**src/rtl/owire_rom_layer.sv**
```systemverilog
module owire_rom_layer #(
  parameter int ROM_W = 64,
  parameter int CMD_W = 8,
  parameter logic [CMD_W-1:0] OP_READ  = 8'h33,
  parameter logic [CMD_W-1:0] OP_MATCH = 8'h55,
  parameter logic [CMD_W-1:0] OP_SKIP  = 8'hCC,
  parameter logic [CMD_W-1:0] OP_SRCH  = 8'hF0,
  parameter logic [CMD_W-1:0] OP_ALARM = 8'hEC
) (
  input  logic             clk,
  input  logic             rst_n,
  input  logic             bus_reset_stb,
  input  logic             rx_stb,
  input  logic             rx_bit,
  input  logic             rd_req_stb,
  input  logic [ROM_W-1:0] rom_id,
  input  logic             alarm_active,
  output logic             tx_bit,
  output logic             func_grant
);
  localparam int IW = $clog2(ROM_W);
  localparam int CW = $clog2(CMD_W);

  localparam logic [2:0] S_DORM  = 3'd0;
  localparam logic [2:0] S_CMD   = 3'd1;
  localparam logic [2:0] S_READ  = 3'd2;
  localparam logic [2:0] S_MATCH = 3'd3;
  localparam logic [2:0] S_SRCH  = 3'd4;
  localparam logic [2:0] S_GRANT = 3'd5;

  localparam logic [1:0] P_TRUE = 2'd0;
  localparam logic [1:0] P_COMP = 2'd1;
  localparam logic [1:0] P_PICK = 2'd2;

  logic [2:0]       state;
  logic [1:0]       phase;
  logic [IW-1:0]    idx;
  logic [CW-1:0]    cbit;
  logic [CMD_W-1:0] cmd_sr;
  logic [CMD_W-1:0] cmd_next;
  logic [2:0]       cmd_state;
  logic             own_bit;
  logic             last_bit;

  assign cmd_next = {rx_bit, cmd_sr[CMD_W-1:1]};
  assign own_bit  = rom_id[idx];
  assign last_bit = (idx == IW'(ROM_W - 1));

  always_comb begin
    if (cmd_next == OP_READ)       cmd_state = S_READ;
    else if (cmd_next == OP_MATCH) cmd_state = S_MATCH;
    else if (cmd_next == OP_SKIP)  cmd_state = S_GRANT;
    else if (cmd_next == OP_SRCH)  cmd_state = S_SRCH;
    else if (cmd_next == OP_ALARM) cmd_state = alarm_active ? S_SRCH : S_DORM;
    else                           cmd_state = S_DORM;
  end

  always_ff @(posedge clk) begin
    if (!rst_n) begin
      state  <= S_DORM;
      phase  <= P_TRUE;
      idx    <= '0;
      cbit   <= '0;
      cmd_sr <= '0;
    end else if (bus_reset_stb) begin
      state  <= S_CMD;
      phase  <= P_TRUE;
      idx    <= '0;
      cbit   <= '0;
      cmd_sr <= '0;
    end else begin
      case (state)
        S_CMD:
          if (rx_stb) begin
            cmd_sr <= cmd_next;
            cbit   <= cbit + 1'b1;
            if (cbit == CW'(CMD_W - 1)) state <= cmd_state;
          end
        S_READ:
          if (rd_req_stb) begin
            if (last_bit) state <= S_GRANT;
            else          idx   <= idx + 1'b1;
          end
        S_MATCH:
          if (rx_stb) begin
            if (rx_bit != own_bit) state <= S_DORM;
            else if (last_bit)     state <= S_GRANT;
            else                   idx   <= idx + 1'b1;
          end
        S_SRCH:
          case (phase)
            P_TRUE: if (rd_req_stb) phase <= P_COMP;
            P_COMP: if (rd_req_stb) phase <= P_PICK;
            default:
              if (rx_stb) begin
                phase <= P_TRUE;
                if (rx_bit != own_bit) state <= S_DORM;
                else if (last_bit)     state <= S_GRANT;
                else                   idx   <= idx + 1'b1;
              end
          endcase
        default: ;
      endcase
    end
  end

  assign tx_bit = (state == S_READ)                    ? own_bit  :
                  (state == S_SRCH && phase == P_TRUE) ? own_bit  :
                  (state == S_SRCH && phase == P_COMP) ? ~own_bit : 1'b1;
  assign func_grant = (state == S_GRANT);
endmodule


```
**config.mk**
```make
export PLATFORM = sky130hd
export DESIGN_NAME = owire_rom_layer
export DESIGN_NICKNAME = d
export VERILOG_FILES = /design/src/rtl/owire_rom_layer.sv
export SDC_FILE = /design/constraint.sdc
export NUM_CORES = 1
export LEC_CHECK = 0
export BUFFER_PORTS_ARGS = -buffer_cell sky130_fd_sc_hd__clkbuf_2
export CAP_MARGIN = 20
export CORE_ASPECT_RATIO = 0.75
export CORE_MARGIN = 10
export CORE_UTILIZATION = 51
export DETAILED_ROUTE_END_ITERATION = 8
export PLACE_DENSITY = 0.84
export SYNTH_ARGS = -nofsm -noshare
export SYNTH_HDL_FRONTEND = slang
export SYNTH_SLANG_ARGS = --single-unit
```
**constraint.sdc**
```tcl
create_clock -name clk -period 5.6 [get_ports clk]
set_input_delay 0.28 -clock clk [delete_from_list [all_inputs] [get_ports clk]]
set_output_delay 0.28 -clock clk [all_outputs]
set_load 0.05 [all_outputs]
```
# After elaboration in Yosys (flattened, before gate mapping)
# Index checks and enable logic that the tools add are counted.
dict set report totals {
  reg_bits 22
  elab_cells 79
}
dict set report op_classes {
  add_sub_neg 2
  magnitude_cmp 1
  eq_ne 24
  muxes 30
  n_bitwise 2
  reduce_logical 14
}
# cell n
set op_table {}
lappend op_table {{$mux 3} 13}
lappend op_table {{$mux 6} 5}
lappend op_table {{$eq 8x8->1 const B} 3}
lappend op_table {{$pmux 6 s3} 1}
lappend op_table {{$ne 2x2->1 const B} 6}
lappend op_table {{$ne 3x3->1 const B} 4}
lappend op_table {{$pmux 3 s4} 1}
lappend op_table {{$reduce_and 5->1} 2}
lappend op_table {{$eq 3x3->1 const B} 3}
lappend op_table {{$eq 8x6->1 const B} 1}
lappend op_table {{$eq 8x7->1 const B} 1}
lappend op_table {{$lt 6x7->1 const B} 1}
lappend op_table {{$add 6x1->6 const B} 1}
lappend op_table {{$bmux 1 s6} 1}
lappend op_table {{$eq 3x2->1 const B} 2}
lappend op_table {{$eq 6x6->1 const B} 1}
lappend op_table {{$mux 2} 3}
lappend op_table {{$reduce_bool 3->1} 2}
lappend op_table {{$mux 1} 5}
lappend op_table {{$reduce_bool 5->1} 1}
lappend op_table {{$pmux 2 s2} 1}
lappend op_table {{$reduce_and 4->1} 1}
lappend op_table {{$reduce_bool 4->1} 1}
lappend op_table {{$reduce_or 2->1} 2}
lappend op_table {{9 further kinds} 11}

# Longest topological paths before layout
dict set report logic_depth {
  ltp_word 10
  mapped_depth 11
}

# Worst setup path after synthesis
# Ideal clock, no wire load.
dict set report synth_timing {
  path_kind {register -> output}
  from {register idx[1]}
  to {output port tx_bit}
  arrival_time_ps 2247
  t_required_ps 5320
  slack_ps 3073
  stages_incl_launch_ff 10
  path_cell_list {dfxtp_1 -> buf_6 -> buf_12 -> mux4_2 -> o211ai_1 -> and4_2 -> a21oi_1 -> xnor2_1 -> a21oi_1 -> or2_2}
}
dict set report synth_via {
  elab_chain_cells 6
}
# item line_no
set synth_lines {}
lappend synth_lines {{start, declared} 37} ;# logic [IW-1:0] idx;
lappend synth_lines {{start signal, assigned} 82} ;# else idx <= idx + 1'b1;
lappend synth_lines {{start signal, assigned} 88} ;# else idx <= idx + 1'b1;
lappend synth_lines {{start signal, assigned} 99} ;# else idx <= idx + 1'b1;
lappend synth_lines {{$bmux 1 s6 *} 46} ;# assign own_bit = rom_id[idx];
lappend synth_lines {{$mux 1 (implied by the code) *} 46}
lappend synth_lines {{$not 1->1} 109} ;# (state == S_SRCH && phase == P_COMP) ? ~own_bit : 1'b1;
lappend synth_lines {{$mux 1} 109}
lappend synth_lines {{$mux 1} 108} ;# (state == S_SRCH && phase == P_TRUE) ? own_bit :
lappend synth_lines {{$mux 1 *} 107} ;# assign tx_bit = (state == S_READ) ? own_bit :
lappend synth_lines {{end, declared} 18} ;# output logic tx_bit,
# Every way passes the cells marked *; elsewhere a longest branch is shown, timed or not. The select of a mux whose other input is x is not followed.

# Final worst setup path
# Same ends and word-level chain as after synthesis.

==> out/results.tsv <==
metric	value	unit
gp_congestion	0.846	
final.setup.tns	0	ns
post_drt_wl_per_cell	15.7	microns
dpl_cell_area	2220	sq um
crit_top_cell	a21oi_1	
grt_pass1_wl	8510	microns
grt-ovfl-total	0	
track_usage	15.2	%
whs_path_depth	3	
route.detailed.drc	0	
slowest_stage	mux4_1	
ir_worst_vdd	138	uV
cts_root_buffer	clkbuf_8	
async_reset_ff_share	0	%
outcome	complete, no violations	
critPathBufInv	2	
hold_viol_final	0	
synth_cells	217	
critPathMaxStageDelay	0.59	ns
slew_headroom	49.6	%
drt.antenna.violating_nets	0	
globalRouteMet3Util	5.04	%
whs_endpoint	state[0]	
final_core_util	63.0	%
cts_tree	built	
crit_chain	buf_4, mux4_1, mux2i_1, nor2_1, and4b_4, a21oi_1, xnor2_1, a21oi_1, or2_2, clkbuf_2	
setup_viol_count_final	0	
coreArea	3610	sq um
cp.arrival	3.03	ns
rsz0062_at_grt	no	
grtUsageMet2	24.0	%
dp_worst_setup_slack	2.58	ns
io_buffers	72	
slew_viol_final	0	
syn-cell-area	1890	sq um
drtPass1Iterations	4	
hpwl	4200	microns
ios	73	
initial_utilization	52.3	%
grtUsageMet1	19.6	%
design_area	2270	sq um
grt-busiest-layer	met2	
grt_max_degree	23	
worstMarginPinSlew	0.756	ns
crit_required	5.32	ns
syn_nets	291	
drtIter0Drc	215	
crit_family	multiplexers	
drv_cap	0	
r2r-start	idx[1]	
fin_ws	2.29	ns
period_share	59.1	%
die_x	90.3	microns
fin_skew	0.00435	ns
rows	19	
htreeDepth	1	
cts_resized	0	
avgSynthCellArea	8.71	sq um
p_per_area	132	nW/um^2
routed_via_density	5.69	
fmax	0.302	GHz
numCtsBuffers	3	
synth_seq_area_share	22.2	%
clock_sinks	21	
synth_warnings	0	
postCtsSetupBuffers	0	
antenna_cells	0	
clk_path_buf_depth	2	
first_global_vias	1819	
hold_start	rst_n	
wirelength	5220	microns
nets	355	
regToRegEndpoint	idx[5]	
antenna_found_initial	0	
drive_gt1_share	31.4	%
holdCritPathClass	in -> reg	
postCtsHoldBufs	0	
rrSetupSlack	2.68	ns
r2r_cells	9	
critical_path_class	reg -> out	
dieArea	6570	sq um
die_y	72.7	microns
synth_ff_type	dfxtp_1	
yosysUniqueCellTypes	50	
syn_to_final_growth	20.3	%
crit_path_max_fanout	22	
synth_edf_count	0	
yosys_register_bits	21	
route.vias.total	1889	
clk_latency	0.26	ns
worstSetupEndpointType	primary output	
clk_pin_slew	0.08	ns
p_leak	0.000882	uW
cp-start-kind	flip-flop	
fin_crit	3.31	ns
## worst register-to-register path, stage by stage, from the launching register on
cell	delay, ns
dfxtp_1	0.38
buf_4	0.34
mux4_1	0.60
mux2i_1	0.18
nor2_1	0.06
and4b_4	0.36
a2111o_1	0.18
nand2_4	0.10
or4_1	0.49
a21oi_1	0.15
## per-stage QoR
stage          hold slack [ns]  cells  total power (uW)
2_1_floorplan            0.409    217               176
3_3_place_gp             0.448    327               202
3_5_place_dp             0.456    327               203
4_1_cts                  0.253    331               301
5_1_grt                  0.283    332               312
6_report                 0.256    332               300
## metal layers
layer,vias up,part of all wire [%]
met2,84,45
met3,6,9.0
met4,0,0.82
met1,847,45
li1,952,-
met5,-,0
## state kept, by name, summed over array words and instances, names as in the netlist
name / count
cmd_sr: 7
idx: 6
cbit: 3
phase: 2
state: 3
## worst max path at each step
stage / startpoint / to / slack [ns] / cells past startpoint
final: idx[1] / tx_bit / 2.29 / 10
after global routing: idx[1] / tx_bit / 2.07 / 10
after CTS: idx[1] / tx_bit / 2.28 / 10
after detailed placement: idx[1] / tx_bit / 2.58 / 10
after global placement: idx[1] / tx_bit / 2.67 / 10
after floorplan: idx[1] / tx_bit / 3.07 / 9
## cell families after synthesis
logic type                 after synthesis  synth area share [%]
xor gates and xnor gates                 5                  2.32
DFF                                     21                  22.2
muxes                                   28                  23.0
buffers and inverters                   21                  6.42
adders and majority gates                3                  1.99
and+or+nand+nor                         82                  23.7
AOI/OAI and AO/OA                       57                  20.4
## cell usage after synthesis, types with 3 or more instances
library cell / instances / share of area (%)
nand2_1: 24 / 4.8
dfxtp_1: 21 / 22
a21oi_1: 20 / 5.3
nor2_1: 17 / 3.4
mux2i_1: 16 / 8.5
o21ai_0: 10 / 2.6
clkbuf_1: 9 / 1.8
nand3_1: 8 / 2.1
mux4_1: 7 / 9.7
inv_1: 5 / 0.99
nor2b_1: 5 / 1.7
nor4bb_1: 5 / 2.6
xnor2_1: 5 / 2.3
a31oi_1: 4 / 1.3
nand2b_1: 4 / 1.3
a22oi_1: 3 / 1.2
ha_1: 3 / 2.0
mux4_2: 3 / 3.6
nor3b_1: 3 / 1.2
o2111ai_1: 3 / 1.4
or3_1: 3 / 0.99
## layout make-up
cell class / count / area [sq um]
inverter: 6 / 22.5
timing repair buffer: 74 / 373
tap: 52 / 65.1
multi-input combinational: 175 / 1350
fill: 330 / 1340
clock buffer: 4 / 45.0
sequential: 21 / 420
## placed cells by master, fill, tap and decap left out, types with 2 or more instances in the layout
| cell | instances |
|---|---|
| nand2b_1 | 4 |
| clkbuf_2 | 72 |
| ha_1 | 3 |
| dfxtp_1 | 21 |
| o21ai_0 | 10 |
| a22oi_1 | 3 |
| or3_1 | 3 |
| xnor2_1 | 5 |
| a41oi_1 | 2 |
| nor3_1 | 2 |
| mux4_1 | 7 |
| o32a_1 | 2 |
| or2_2 | 2 |
| nor3b_1 | 3 |
| o2111ai_1 | 3 |
| nand3_1 | 8 |
| a31oi_1 | 4 |
| nor2b_1 | 5 |
| nand2_1 | 24 |
| nor2_1 | 17 |
| and2_1 | 2 |
| o31ai_1 | 2 |
| a21oi_1 | 20 |
| clkbuf_8 | 3 |
| a211oi_1 | 2 |
| mux4_2 | 3 |
| mux2i_1 | 16 |
| nor4bb_1 | 5 |
| o211ai_1 | 2 |
| inv_1 | 5 |
## power by group
group          internal (uW)  switching [uW]  total, uW  leakage [uW]
registers                150            2.28        152      0.000169
clock network           50.7            48.5       99.2     0.0000228
logic                   28.8            19.2       48.0      0.000689
total                    230            69.9        300      0.000882
No activity file was read; power rests on OpenSTA's default activity.
